[config.mk]
export PLATFORM = sky130hd
export DESIGN_NAME = echo_dout_top
export DESIGN_NICKNAME = d
export VERILOG_FILES = /design/src/rtl/echo_pkg.sv /design/src/rtl/echo_sync.sv /design/src/rtl/echo_edges.sv /design/src/rtl/echo_shifter.sv /design/src/rtl/echo_mode.sv /design/src/rtl/echo_drive.sv /design/src/rtl/echo_dout_top.sv
export SDC_FILE = /design/constraint.sdc
export NUM_CORES = 1
export LEC_CHECK = 0
export BUFFER_PORTS_ARGS = -buffer_cell sky130_fd_sc_hd__buf_2
export CAP_MARGIN = 10
export CORE_ASPECT_RATIO = 0.7
export CORE_MARGIN = 2
export CORE_UTILIZATION = 45
export DETAILED_ROUTE_END_ITERATION = 8
export GPL_ROUTABILITY_DRIVEN = 0
export SETUP_SLACK_MARGIN = 0.2
export SYNTH_ARGS = -nofsm -noshare
export SYNTH_HDL_FRONTEND = slang
export SYNTH_SLANG_ARGS = --single-unit
[constraint.sdc]
create_clock -name clk -period 3.4 [get_ports clk]
set_clock_uncertainty 0.05 [all_clocks]
set_input_delay 0.85 -clock clk [delete_from_list [all_inputs] [get_ports clk]]
set_output_delay 0.85 -clock clk [all_outputs]
set_load 0.02 [all_outputs]
[src/rtl/echo_pkg.sv]
package echo_pkg;

  typedef enum logic {
    EDGE_FALL = 1'b0,
    EDGE_RISE = 1'b1
  } out_edge_e;

  localparam logic [3:0] OP_SEL_RISE = 4'b1110;
  localparam logic [3:0] OP_SEL_FALL = 4'b1010;

  // Mode after a completed frame whose command nibble is op.
  function automatic out_edge_e next_edge(input out_edge_e cur,
                                          input logic [3:0] op);
    out_edge_e nxt;
    nxt = cur;
    if (op == OP_SEL_RISE) nxt = EDGE_RISE;
    else if (op == OP_SEL_FALL) nxt = EDGE_FALL;
    return nxt;
  endfunction

  // Value the output flop should take for a given edge event.
  function automatic logic pick_out(input out_edge_e mode, input logic rise_ev,
                                    input logic fall_ev, input logic leaving,
                                    input logic staged, input logic cur);
    logic v;
    v = cur;
    if (mode == EDGE_RISE && rise_ev) v = leaving;
    else if (mode == EDGE_FALL && fall_ev) v = staged;
    return v;
  endfunction

endpackage

[src/rtl/echo_sync.sv]
module echo_sync #(
  parameter int W      = 3,
  parameter int STAGES = 2,
  parameter logic [W-1:0] RST_VAL = '0
) (
  input  logic         clk,
  input  logic         rst_n,
  input  logic [W-1:0] d,
  output logic [W-1:0] q
);
  logic [W-1:0] stage [STAGES];

  genvar s;
  generate
    for (s = 0; s < STAGES; s++) begin : g_stage
      if (s == 0) begin : g_first
        always_ff @(posedge clk or negedge rst_n) begin
          if (!rst_n) stage[0] <= RST_VAL;
          else        stage[0] <= d;
        end
      end else begin : g_next
        always_ff @(posedge clk or negedge rst_n) begin
          if (!rst_n) stage[s] <= RST_VAL;
          else        stage[s] <= stage[s-1];
        end
      end
    end
  endgenerate

  assign q = stage[STAGES-1];
endmodule

[src/rtl/echo_edges.sv]
module echo_edges (
  input  logic clk,
  input  logic rst_n,
  input  logic sclk_s,
  input  logic cs_n_s,
  output logic sclk_rise,
  output logic sclk_fall,
  output logic cs_rise,
  output logic frame_idle
);
  logic sclk_q;
  logic cs_n_q;

  always_ff @(posedge clk or negedge rst_n) begin
    if (!rst_n) begin
      sclk_q <= 1'b0;
      cs_n_q <= 1'b1;
    end else begin
      sclk_q <= sclk_s;
      cs_n_q <= cs_n_s;
    end
  end

  assign sclk_rise  = sclk_s & ~sclk_q & ~cs_n_s;
  assign sclk_fall  = ~sclk_s & sclk_q & ~cs_n_s;
  assign cs_rise    = cs_n_s & ~cs_n_q;
  assign frame_idle = cs_n_s;
endmodule

[src/rtl/echo_shifter.sv]
module echo_shifter #(
  parameter int WORD_W = 16,
  parameter int CNT_W  = $clog2(WORD_W + 1)
) (
  input  logic              clk,
  input  logic              rst_n,
  input  logic              frame_idle,
  input  logic              shift_en,
  input  logic              din_s,
  output logic              msb,
  output logic [WORD_W-1:0] word,
  output logic              frame_full
);
  logic [CNT_W-1:0] bit_cnt;

  always_ff @(posedge clk or negedge rst_n) begin
    if (!rst_n) begin
      word <= '0;
    end else if (shift_en) begin
      word <= {word[WORD_W-2:0], din_s};
    end
  end

  always_ff @(posedge clk or negedge rst_n) begin
    if (!rst_n) begin
      bit_cnt <= '0;
    end else if (frame_idle) begin
      bit_cnt <= '0;
    end else if (shift_en && bit_cnt != CNT_W'(WORD_W)) begin
      bit_cnt <= bit_cnt + CNT_W'(1);
    end
  end

  assign msb        = word[WORD_W-1];
  assign frame_full = (bit_cnt == CNT_W'(WORD_W));
endmodule

[src/rtl/echo_mode.sv]
module echo_mode
  import echo_pkg::*;
#(
  parameter int OP_W = 4
) (
  input  logic            clk,
  input  logic            rst_n,
  input  logic            cs_rise,
  input  logic            frame_full,
  input  logic [OP_W-1:0] op,
  output out_edge_e       mode
);
  always_ff @(posedge clk or negedge rst_n) begin
    if (!rst_n) begin
      mode <= EDGE_FALL;
    end else if (cs_rise && frame_full) begin
      mode <= next_edge(mode, op);
    end
  end
endmodule

[src/rtl/echo_drive.sv]
module echo_drive
  import echo_pkg::*;
(
  input  logic      clk,
  input  logic      rst_n,
  input  out_edge_e mode,
  input  logic      sclk_rise,
  input  logic      sclk_fall,
  input  logic      leaving,
  output logic      dout
);
  logic staged;

  always_ff @(posedge clk or negedge rst_n) begin
    if (!rst_n) begin
      staged <= 1'b0;
      dout   <= 1'b0;
    end else begin
      if (sclk_rise) staged <= leaving;
      dout <= pick_out(mode, sclk_rise, sclk_fall, leaving, staged, dout);
    end
  end
endmodule

[src/rtl/echo_dout_top.sv]
module echo_dout_top
  import echo_pkg::*;
#(
  parameter int WORD_W      = 16,
  parameter int SYNC_STAGES = 2,
  parameter int OP_W        = 4
) (
  input  logic clk,
  input  logic rst_n,
  input  logic sclk_pin,
  input  logic cs_n_pin,
  input  logic din_pin,
  output logic dout_o,
  output logic edge_mode_o
);
  localparam int CNT_W = $clog2(WORD_W + 1);

  logic [2:0]        pins_s;
  logic              sclk_rise, sclk_fall, cs_rise, frame_idle;
  logic              msb, frame_full;
  logic [WORD_W-1:0] word;
  logic [OP_W-1:0]   op_nib;
  out_edge_e         mode;

  // {din, cs_n, sclk}; cs_n resets high so no phantom frame end appears
  echo_sync #(.W(3), .STAGES(SYNC_STAGES), .RST_VAL(3'b010)) u_sync (
    .clk(clk), .rst_n(rst_n),
    .d({din_pin, cs_n_pin, sclk_pin}), .q(pins_s)
  );

  echo_edges u_edges (
    .clk(clk), .rst_n(rst_n),
    .sclk_s(pins_s[0]), .cs_n_s(pins_s[1]),
    .sclk_rise(sclk_rise), .sclk_fall(sclk_fall),
    .cs_rise(cs_rise), .frame_idle(frame_idle)
  );

  echo_shifter #(.WORD_W(WORD_W), .CNT_W(CNT_W)) u_shift (
    .clk(clk), .rst_n(rst_n),
    .frame_idle(frame_idle), .shift_en(sclk_rise), .din_s(pins_s[2]),
    .msb(msb), .word(word), .frame_full(frame_full)
  );

  assign op_nib = word[WORD_W-1 -: OP_W];

  echo_mode #(.OP_W(OP_W)) u_mode (
    .clk(clk), .rst_n(rst_n),
    .cs_rise(cs_rise), .frame_full(frame_full), .op(op_nib), .mode(mode)
  );

  echo_drive u_drive (
    .clk(clk), .rst_n(rst_n), .mode(mode),
    .sclk_rise(sclk_rise), .sclk_fall(sclk_fall),
    .leaving(msb), .dout(dout_o)
  );

  assign edge_mode_o = mode;
endmodule

==> metrics.csv <==
metric;value;unit
status;complete, no violations;
Worst-path clk slew;0.06;ns
initial antenna violation count;0;
Final Slew Violations;0;
global route overflow;0;
port bufs;6;
syn nets;87;
drt pass-1 iters;4;
Setup WS pre-CTS;1.531;ns
Routed met2 length;798;um
sequential share of the synthesized area;0.6341;
Net Sw Frac;0.2184;
io pins;7;
type of the worst setup path;flip-flop to flip-flop;
critical path's largest stage delay;0.81;ns
DP Wirelength;1.126;mm
# clock sinks;32;
Final Setup Violations;0;
Synth Register Bits;32;
Flop pwr share;0.581;
DRC errors left;0;
Worst EP required;3.51;ns
Syn Area/Cell;15.86;sq um
# H-tree levels;2;
post-synthesis cell type count;22;
PostCTS Resize Cnt;0;
RSZ-0062 raised after global routing;no;
Int Power;619.3;uW
final setup margin;1.564;ns
drt initial violations;20;
Critical Path Start Type;flip-flop;
LEAKAGE;0.0006545;uW
Clock power frac;0.337;
Worst Path Max Fanout;22;
DRT antenna net count;0;
top achievable clock speed;544.7;MHz
worst rel slew slack;0.3475;
hold slack;0.2990;ns
Setup TNS Final;0;ns
latest clock arrival within the worst-skew pair;0.28;ns
DR vias;630;
final worst-path cycle share;0.5400;
Row Count;16;
Die Y;48.43;um
fin nets;97;
post-layout min period;1.836;ns
die width;67.47;um
Min-Delay Path Class;flip-flop to flip-flop;
total CTS buffers;5;
Max-Cap Viols;0;
Slowest-stage cell, CP;nor3b_4;
Sw Pwr;173.1;uW
Total GRT Usage;0.1329;
Post-Syn Area;0.001269;sq mm
CTS root buffer;clkbuf_8;
Area Growth Syn to Fin;9.961;%
met3 wire len;59;um
Warnings, synthesis;0;
Hold-fix buffers, CTS;0;
gate count after technology mapping;80;
fin util;0.5087;
Hold Fails Final Rpt;0;
layout cell share with drive strength beyond 1;0.4505;
crit path DAT;1.94;ns
crit-path cells;nor3b_4, mux2_2;
slew at the pin with the worst max-slew slack;0.9777;ns
largest net degree at the start of global routing;33;
met1 WL;779;um
first-pass GRT wire length;3.008;mm
Placeable Area;0.002743;sq mm
vias in the first global route;665;
Worst setup EP type;flip-flop;
Initial Util;0.4626;
Post CTS Setup Buffer Count;0;
cell area power density;567.9;mW/mm^2
VDD IR max;0.3451;mV
Via density;4.961;
Combinational Power Share;0.083;
final wirelength;1.666;mm
Max Used Layer;met4;
Die Area;0.003267;sq mm
antenna cells;0;
wire length per cell;13.12;um
Design Power;792.3;uW
TritonCTS clock tree;built;
Max Root-Sink Buffers;2;
## per-stage QoR
stage / cells / instance area (sq um)
detailed placement: 119 / 1314
CTS: 127 / 1395
global placement: 119 / 1314
finish: 127 / 1395
floorplan: 80 / 1269
global route: 127 / 1395
## cells in the mapped netlist
cell | instances | area, sq um
nand3_1 | 3 | 15.01
and4bb_2 | 1 | 12.51
dfrtp_1 | 29 | 725.7
a211oi_1 | 1 | 7.510
dfstp_2 | 3 | 78.83
nand4b_1 | 1 | 8.760
nand2_1 | 1 | 3.750
mux2_2 | 21 | 236.5
mux2i_1 | 2 | 20.02
a21oi_2 | 1 | 8.760
and2_1 | 1 | 6.260
inv_1 | 3 | 11.26
o31ai_1 | 1 | 7.510
a31o_2 | 1 | 8.760
nand2b_1 | 2 | 12.51
buf_4 | 1 | 7.510
ha_1 | 2 | 25.02
nor4b_2 | 1 | 15.01
nor3b_4 | 1 | 18.77
nor3_1 | 1 | 5.000
buf_6 | 2 | 22.52
nand4bb_1 | 1 | 11.26
## flip-flops by register name, summed over array words and instances, names as in the netlist
register         cells
u_shift.word        16
u_shift.bit_cnt      5
u_sync.q             3
u_sync.stage         3
u_drive.dout         1
u_drive.staged       1
u_edges.cs_n_q       1
u_edges.sclk_q       1
u_mode.mode          1
## power by group through the flow
| stage | Combinational [uW] | Clock [uW] | Sequential [uW] |
|---|---|---|---|
| detailed placement | 67.2 | 0 | 467 |
| CTS | 67.9 | 281 | 460 |
| finish | 65.5 | 267 | 460 |
| global route | 75.2 | 301 | 468 |
| global placement | 66.0 | 0 | 464 |
| floorplan | 56.3 | 0 | 457 |
## routing by layer
layer,vias up,GRT usage
li1,301,-
met1,318,0.1641
met2,7,0.1814
met3,4,0.06279
met4,0,0.09184
met5,-,0
## cells in the final DEF (no fill, tap or decap), drive strengths merged, types with 2 or more instances in the layout
cell / count
dfrtp: 29
ha: 2
nand2b: 2
mux2: 21
nand3: 3
clkbuf: 7
buf: 6
inv: 3
dfstp: 3
mux2i: 2
## area by class of cell
cell class / count / area [sq um]
tap: 36 / 45.04
clock inverter: 1 / 5.005
fill: 237 / 1348
clock buffer: 7 / 76.32
timing repair buffer: 6 / 30.03
multi-input combinational: 42 / 422.9
sequential: 32 / 804.5
inverter: 3 / 11.26
## worst paths after layout
| kind | endpoint | slack (ns) | from | cells past startpoint |
|---|---|---|---|---|
| max in group asynchronous | u_shift.bit_cnt[0] | 2.31 | rst_n | 1 |
| min in group asynchronous | u_shift.word[15] | 0.56 | rst_n | 1 |
| setup / recovery | u_shift.word[0] | 1.56 | u_sync.q[1] | 2 |
| setup reg to reg | u_shift.word[0] | 1.56 | u_sync.q[1] | 2 |
| hold reg to reg | u_sync.q[2] | 0.30 | u_sync.stage[5] | 0 |
| hold / removal | u_sync.q[2] | 0.30 | u_sync.stage[5] | 0 |
## cells by family (layout without fill, tap and decap cells)
logic type,Yosys count,count (layout),synth area share
multiplexers,23,23,0.2022
flip-flops,32,32,0.6341
buffers and inverters,6,17,0.03254
adder cells (fa/ha/maj),2,2,0.01972
AND/OR/NAND/NOR,13,13,0.08579
AO/OA/AOI/OAI,4,4,0.02565
## worst max-delay path, delay by kind of cell, from the launching register on
family	cells	cell delay, ns
DFF	1	0.43
muxes	1	0.42
and+or+nand+nor	1	0.81
(Power assumes the default switching activity.)
